--- config.mk ---
export PLATFORM = sky130hd
export DESIGN_NAME = irq_entry_seq
export DESIGN_NICKNAME = d
export VERILOG_FILES = /design/src/rtl/irq_seq_pkg.sv /design/src/rtl/irq_rtc_timer.sv /design/src/rtl/irq_take_ctrl.sv /design/src/rtl/irq_shadow_stack.sv /design/src/rtl/irq_entry_seq.sv
export SDC_FILE = /design/constraint.sdc
export NUM_CORES = 1
export LEC_CHECK = 0
export BUFFER_PORTS_ARGS = -buffer_cell sky130_fd_sc_hd__buf_2
export CELL_PAD_IN_SITES_DETAIL_PLACEMENT = 0
export CELL_PAD_IN_SITES_GLOBAL_PLACEMENT = 1
export CORE_AREA = 2 2 98 91
export DETAILED_ROUTE_END_ITERATION = 8
export DIE_AREA = 0 0 100 93
export PLACE_DENSITY = 0.73
export SLEW_MARGIN = 40
export SYNTH_ARGS = -nofsm -noshare
export SYNTH_HDL_FRONTEND = slang
export SYNTH_SLANG_ARGS = --single-unit
--- constraint.sdc ---
create_clock -name clk -period 1.3 [get_ports clk]
set_input_delay 0.195 -clock clk [delete_from_list [all_inputs] [get_ports clk]]
set_output_delay 0.195 -clock clk [all_outputs]
set_load 0.01 [all_outputs]
--- src/rtl/irq_seq_pkg.sv ---
package irq_seq_pkg;

  typedef enum logic {
    SRC_RTC = 1'b0,
    SRC_EXT = 1'b1
  } irq_src_e;

  // fixed priority: counter rollover ahead of the external port request
  function automatic irq_src_e pick_src(input logic rtc_req, input logic ext_req);
    if (rtc_req)      return SRC_RTC;
    else if (ext_req) return SRC_EXT;
    else              return SRC_RTC;
  endfunction

endpackage

--- src/rtl/irq_rtc_timer.sv ---
module irq_rtc_timer #(
  parameter int CNT_W = 8
) (
  input  logic             clk,
  input  logic             rst_n,
  input  logic             tick,
  input  logic             ie_we,
  input  logic             ie_wdata,
  input  logic             pend_clr,
  output logic [CNT_W-1:0] count,
  output logic             ie,
  output logic             pending,
  output logic             req
);

  // returns {wrap, next}
  function automatic logic [CNT_W:0] rtc_step(input logic [CNT_W-1:0] c, input logic t);
    logic [CNT_W:0] sum;
    sum = {1'b0, c} + {{CNT_W{1'b0}}, t};
    return sum;
  endfunction

  logic [CNT_W:0] step_w;
  logic           rollover;

  assign step_w   = rtc_step(count, tick);
  assign rollover = step_w[CNT_W];
  assign req      = pending & ie;

  always_ff @(posedge clk) begin
    if (!rst_n) begin
      count   <= '0;
      ie      <= 1'b0;
      pending <= 1'b0;
    end else begin
      count <= step_w[CNT_W-1:0];
      if (ie_we) ie <= ie_wdata;
      if (rollover)      pending <= 1'b1;
      else if (pend_clr) pending <= 1'b0;
    end
  end

  p_step_r2: assert property (@(posedge clk) disable iff (!rst_n)
    tick |=> count == $past(count) + 1'b1);
  p_hold_r2: assert property (@(posedge clk) disable iff (!rst_n)
    !tick |=> $stable(count));
  p_pend_set_r3: assert property (@(posedge clk) disable iff (!rst_n)
    rollover |=> pending);
  p_pend_keep_r3: assert property (@(posedge clk) disable iff (!rst_n)
    (pending && !pend_clr) |=> pending);
  p_req_gate_r4: assert property (@(posedge clk) disable iff (!rst_n)
    req |-> ie);

endmodule

--- src/rtl/irq_take_ctrl.sv ---
module irq_take_ctrl
  import irq_seq_pkg::*;
(
  input  logic     clk,
  input  logic     rst_n,
  input  logic     boundary,
  input  logic     rtc_req,
  input  logic     ext_req,
  input  logic     reti,
  output logic     take,
  output irq_src_e src,
  output logic     restore,
  output logic     active
);

  logic any_req;

  assign any_req = rtc_req | ext_req;
  assign take    = boundary & ~active & any_req;
  assign src     = pick_src(rtc_req, ext_req);
  assign restore = reti & active;

  always_ff @(posedge clk) begin
    if (!rst_n)       active <= 1'b0;
    else if (take)    active <= 1'b1;
    else if (restore) active <= 1'b0;
  end

  p_take_boundary_r5: assert property (@(posedge clk) disable iff (!rst_n)
    take |-> boundary && any_req);
  p_take_sets_r5: assert property (@(posedge clk) disable iff (!rst_n)
    take |=> active);
  p_prio_r6: assert property (@(posedge clk) disable iff (!rst_n)
    (take && rtc_req) |-> src == SRC_RTC);
  p_no_reenter_r8: assert property (@(posedge clk) disable iff (!rst_n)
    active |-> !take);
  p_reti_clears_r8: assert property (@(posedge clk) disable iff (!rst_n)
    restore |=> !active);

endmodule

--- src/rtl/irq_shadow_stack.sv ---
module irq_shadow_stack #(
  parameter int W = 8
) (
  input  logic         clk,
  input  logic         rst_n,
  input  logic         save,
  input  logic [W-1:0] d,
  output logic [W-1:0] q
);

  always_ff @(posedge clk) begin
    if (!rst_n)    q <= '0;
    else if (save) q <= d;
  end

  p_save_r7: assert property (@(posedge clk) disable iff (!rst_n)
    save |=> q == $past(d));
  p_keep_r7: assert property (@(posedge clk) disable iff (!rst_n)
    !save |=> $stable(q));

endmodule

--- src/rtl/irq_entry_seq.sv ---
module irq_entry_seq
  import irq_seq_pkg::*;
#(
  parameter int CNT_W  = 8,
  parameter int PC_W   = 11,
  parameter int MODE_W = 8
) (
  input  logic              clk,
  input  logic              rst_n,
  input  logic              rtc_tick,
  input  logic              rtc_ie_we,
  input  logic              rtc_ie_wdata,
  input  logic              rtc_pend_clr,
  input  logic              ext_req,
  input  logic              boundary,
  input  logic              reti,
  input  logic [PC_W-1:0]   ctx_pc,
  input  logic [7:0]        ctx_status,
  input  logic [7:0]        ctx_fsr,
  input  logic [7:0]        ctx_w,
  input  logic [MODE_W-1:0] ctx_mode,
  output logic [CNT_W-1:0]  rtc_count,
  output logic              rtc_ie,
  output logic              rtc_pending,
  output logic              irq_take,
  output logic              irq_src,
  output logic              handler_active,
  output logic              restore,
  output logic              pc_load,
  output logic [PC_W-1:0]   pc_load_val,
  output logic [PC_W-1:0]   sav_pc,
  output logic [7:0]        sav_status,
  output logic [7:0]        sav_fsr,
  output logic [7:0]        sav_w,
  output logic [MODE_W-1:0] sav_mode
);

  localparam int CTX_W = PC_W + 24 + MODE_W;
  localparam logic [PC_W-1:0] VECTOR = '0;

  logic     rtc_req;
  irq_src_e src_e;
  logic [CTX_W-1:0] ctx_in, ctx_q;

  irq_rtc_timer #(.CNT_W(CNT_W)) u_timer (
    .clk(clk), .rst_n(rst_n), .tick(rtc_tick),
    .ie_we(rtc_ie_we), .ie_wdata(rtc_ie_wdata), .pend_clr(rtc_pend_clr),
    .count(rtc_count), .ie(rtc_ie), .pending(rtc_pending), .req(rtc_req)
  );

  irq_take_ctrl u_ctrl (
    .clk(clk), .rst_n(rst_n), .boundary(boundary),
    .rtc_req(rtc_req), .ext_req(ext_req), .reti(reti),
    .take(irq_take), .src(src_e), .restore(restore), .active(handler_active)
  );

  assign ctx_in = {ctx_pc, ctx_status, ctx_fsr, ctx_w, ctx_mode};

  irq_shadow_stack #(.W(CTX_W)) u_stack (
    .clk(clk), .rst_n(rst_n), .save(irq_take), .d(ctx_in), .q(ctx_q)
  );

  assign {sav_pc, sav_status, sav_fsr, sav_w, sav_mode} = ctx_q;

  assign irq_src     = src_e;
  assign pc_load     = irq_take | restore;
  assign pc_load_val = irq_take ? VECTOR : sav_pc;

  p_vec_r5: assert property (@(posedge clk) disable iff (!rst_n)
    irq_take |-> pc_load && pc_load_val == '0);
  p_stray_reti_r8: assert property (@(posedge clk) disable iff (!rst_n)
    (reti && !handler_active && !irq_take) |-> !pc_load);
  p_one_entry_r5: assert property (@(posedge clk) disable iff (!rst_n)
    irq_take |=> !irq_take);

endmodule

# After elaboration in Yosys (flattened, before gate mapping)
# Cells that the tools add are included.
dict set report totals {
  reg_bits 54
  in_bits 52
  out_inout_bits 69
  wordCells 22
}
dict set report classes {
  addsub 1
  mux 7
  bitwise_logic 7
  n_reduce_logical 2
}
# operator count
set op_table {}
lappend op_table {{$mux W11} 1}
lappend op_table {{$add A8 B1 Y9} 1}
lappend op_table {{$mux W1} 6}
lappend op_table {{$and A1 B1 Y1} 4}
lappend op_table {{$reduce_bool A2 Y1} 2}
lappend op_table {{$or A1 B1 Y1} 2}
lappend op_table {{$not A1 Y1} 1}

# Longest topological paths before layout
dict set report depth {
  depth_word 4
  ltp_mapped 5
  depth_no_buf 5
}

# By module
# From an unflattened synthesis, not the netlist that was laid out.
dict set report hier_totals {
  cells_unflattened 202
  area_unflattened_um2 2238.4
}
# mod instances cells_each area_each_um2 seq_area_each_um2
set modules_own_cells {}
lappend modules_own_cells {irq_shadow_stack 1 138 1666.6 860.8}
lappend modules_own_cells {irq_rtc_timer 1 44 427.9 200.2}
lappend modules_own_cells {irq_entry_seq 1 13 86.3 0.0}
lappend modules_own_cells {irq_take_ctrl 1 7 57.6 20.0}

# Worst setup path before layout
# OpenSTA, ideal clock, no wires.
dict set report synth_path {
  path_kind {reg-to-reg}
  from {reg u_timer.count[0]}
  to {reg u_timer.pending}
  setup_time_ns 0.116
  arrival_time_ns 1.302
  t_required_ns 1.184
  slack_ns -0.118
  path_stages_with_launch 6
  n_path_buf 0
  synth_period_minus_slack_ns 1.418
  cell_sequence {dfxtp_1 > ha_1 > ha_1 > and3_1 > and3_1 > a41o_1}
}
dict set report synth_via {
  elab_chain_len 2
  word_cells_on_any_way 3
  cone_classes {1 x add/sub; 1 x mux; 1 x reduce/logical}
}
# item line
set synth_rtl {}
lappend synth_rtl {{start, declared} irq_rtc_timer.sv:10} ;# output logic [CNT_W-1:0] count,
lappend synth_rtl {{start signal, assigned} irq_rtc_timer.sv:36} ;# count <= step_w[CNT_W-1:0];
lappend synth_rtl {{$add A8 B1 Y9 (*)} irq_rtc_timer.sv:19} ;# sum = {1'b0, c} + {{CNT_W{1'b0}}, t};
lappend synth_rtl {{$mux W1 / $reduce_bool A2 Y1 (equally long branches)} -}
lappend synth_rtl {{end signal, assigned} irq_rtc_timer.sv:34} ;# pending <= 1'b0;
lappend synth_rtl {{end signal, assigned} irq_rtc_timer.sv:38} ;# if (rollover) pending <= 1'b1;
lappend synth_rtl {{end signal, assigned} irq_rtc_timer.sv:39} ;# else if (pend_clr) pending <= 1'b0;
lappend synth_rtl {{end, declared} irq_rtc_timer.sv:12} ;# output logic pending,
# Every way passes the cells marked *; elsewhere a longest branch is shown, timed or not.
# A chain may end at the register's enable or synchronous reset.

# Worst setup path in the final report
dict set report layout_path {
  from {reg u_timer.pending}
  to {out pc_load}
}
dict set report layout_via {
  elab_chain_len 4
}
# item line
set layout_rtl {}
lappend layout_rtl {{$and A1 B1 Y1} irq_rtc_timer.sv:28} ;# assign req = pending & ie;
lappend layout_rtl {{$or A1 B1 Y1} irq_take_ctrl.sv:18} ;# assign any_req = rtc_req | ext_req;
lappend layout_rtl {{$and A1 B1 Y1} irq_take_ctrl.sv:19} ;# assign take = boundary & ~active & any_req;
lappend layout_rtl {{$or A1 B1 Y1} irq_entry_seq.sv:66} ;# assign pc_load = irq_take | restore;
lappend layout_rtl {{end, declared} irq_entry_seq.sv:29} ;# output logic pc_load,
# Every way passes these cells.

==> results.tsv <==
metric	value	unit
delay of the slowest critical-path stage	0.36	ns
Synth Warn #	0	
Pleak	1.59	nW
maximum vdd drop	403	µV
main flop type after synthesis	dfxtp_1	
syn_nets	311	
most common cell in the netlist	dfxtp_1	
crit path kind	flip-flop to output port	
Yosys cell types	35	
root buffer cell	clkbuf_8	
CP top delay family	flip-flops	
Min Hold Slack	0.131	ns
Initial DRC Count	44	
number of synthesized flops with an enable pin	0	
GR Util All Layers	13.9	%
RSZ-0062 raised after global routing	true	
vias per cell	4.73	
first-pass GRT wire length	10500	µm
max-cap violation count	0	
outcome	finished, violations left	
CTS max path bufs	2	
top achievable clock speed	0.660	GHz
Post-Layout Inst Area	3380	µm²
antenna viol nets, final	0	
antenna violations before repair	0	
crit-path max FO	3	
fin crit share	117	%
die area	9300	µm²
Initial Util	27.3	%
clock skew	0.00593	ns
Synth-to-Final Area Change	48.8	%
Placed Area	3150	µm²
commonest cells in the netlist	dfxtp_1, o21ai_0, a21oi_1	
Vias	2337	
CTS buffer count	5	
Final nets	446	
die width	100	µm
I/O pin count	121	
asr flop ratio synth	0	%
aggregate global routing overflow	0	
num rows	32	
WP data required	1.11	ns
failing checks	setup timing	
TritonRoute pass-1 iters	4	
per-cell routed wire length	13.4	µm
minimum clock period after layout	1.52	ns
FF+latch count, synth	54	
H-tree depth	2	
layout cells sized above 1	50.5	%
final wirelength	6600	µm
HPWL after detailed placement	4570	µm
TNS Setup	-2.40	ns
core footprint	8330	µm²
Mapped Cells	257	
Post-Syn Area	2270	µm²
Slew Limit Fails	0	
register area share after synthesis	47.6	%
vias in the first global route	2201	
area leader, netlist	dfxtp_1	
Die H	93	µm
Worst-path clk slew	0.09	ns
HP Class	primary input to flip-flop	
largest net degree at the start of global routing	24	
crit path DAT	1.32	ns
final RePlAce weighted congestion	0.771	
ANT cells	0	
Syn Area/Cell	8.85	µm²
Skew-Pair Late Insertion Delay	0.29	ns
headroom to the max-slew limit	77.7	%
drc violations	0	
Crit-path slowest cell	dfxtp_4	
P per Cell Area	967	nW/µm²
Place WS	-0.00915	ns
I/O Buffers	120	
startpoint types	flip-flop	
final worst slack	-0.216	ns
ranking of synthesized cells by area	dfxtp_1, o21ai_0, a21oi_1, nand3_1, nand3_2	
critical path, cell by cell	a21oi_4 -> nor2_2 -> or2_4 -> buf_6	
CTS sink cnt	54	
CTS tree	yes	
Hold Violations, Final	0	
WP buf/inv	1	
Final setup violation count	14	
Synth top area share	47.6	%
Setup crit end kind	output port	
Slew @ Worst Pin	0.332	ns
-- cells in the final DEF (no fill, tap or decap), types with 2 or more instances in the layout --
cell	count
inv_1	11
o21ai_0	28
nor2_1	4
buf_6	4
nand2_1	2
mux2i_1	2
buf_2	119
and3_4	2
dfxtp_4	3
buf_4	20
and2_1	3
or3_1	2
clkbuf_1	2
o21ai_1	9
o21ai_2	7
nand3_2	11
ha_4	2
nand2b_4	2
a21oi_2	8
nand3_1	34
a21oi_1	37
dfxtp_1	50
buf_12	7
clkbuf_8	5
-- what timing repair did --
item / in CTS / in global routing
cloned: 1 / 0
setup buffers: 7 / 0
setup endpoints to repair: 17 / 39
pin swaps: 3 / 1
hold buffers: 0 / 0
resized for setup: 20 / 20
-- report_power, final --
group | total, mW | switching [mW] | internal, mW
Sequential | 1.77 | 0.0424 | 1.72
Clock | 0.874 | 0.501 | 0.373
Combinational | 0.631 | 0.334 | 0.297
Total | 3.27 | 0.878 | 2.39
-- routing by layer --
layer  part of all wire (%)  global-route usage (%)
met1                     46                    17.6
met2                     47                    23.4
met3                    5.9                    3.51
met4                    1.0                    4.22
met5                      0                       0
-- cell families (layout without fill, tap and decap cells) --
group	after synthesis	after routing	synth area share, %
XOR/XNOR	3	3	1.16
AO/OA/AOI/OAI	95	95	23.3
AND/OR/NAND/NOR	66	67	17.6
flip-flops	54	54	47.6
multiplexers	2	2	0.881
adder cells (fa/ha/maj)	2	2	1.10
buffers and inverters	35	169	8.47
-- worst min-delay path, cell delays in order --
cell and delay, ns:
buf_2 0.10, nand3_2 0.05, a21oi_2 0.04
-- per-stage QoR --
step / utilization (%) / cells / total power [mW]
after global placement: 37.8 / 480 / 2.39
after global routing: 40.6 / 494 / 3.48
after detailed placement: 37.8 / 480 / 2.39
after CTS: 39.8 / 494 / 3.32
after floorplan: - / 257 / 2.10
final: 40.6 / 494 / 3.27
-- state kept, by name, summed over array words and instances, names as in the netlist --
name             count
u_stack.q           43
u_timer.ie           1
u_ctrl.active        1
u_timer.pending      1
u_timer.count        8
-- cell type report --
type | count | area [µm²]
fillers | 862 | 4950
well taps | 102 | 128
multi-input cells | 169 | 1110
repair buffers | 150 | 931
clock buffers | 7 | 76.3
inverters | 12 | 45.0
flip-flops and latches | 54 | 1090
-- worst paths after layout --
check	from	end	slack, ns	cells after the start
min reg2reg	u_stack.q[12]	u_stack.q[12]	0.48	2
max	u_timer.pending	pc_load	-0.22	4
min	ctx_pc[6]	u_stack.q[38]	0.13	3
max reg2reg	u_timer.count[0]	u_timer.pending	-0.02	5
No activity file was read; power rests on OpenSTA's default activity.
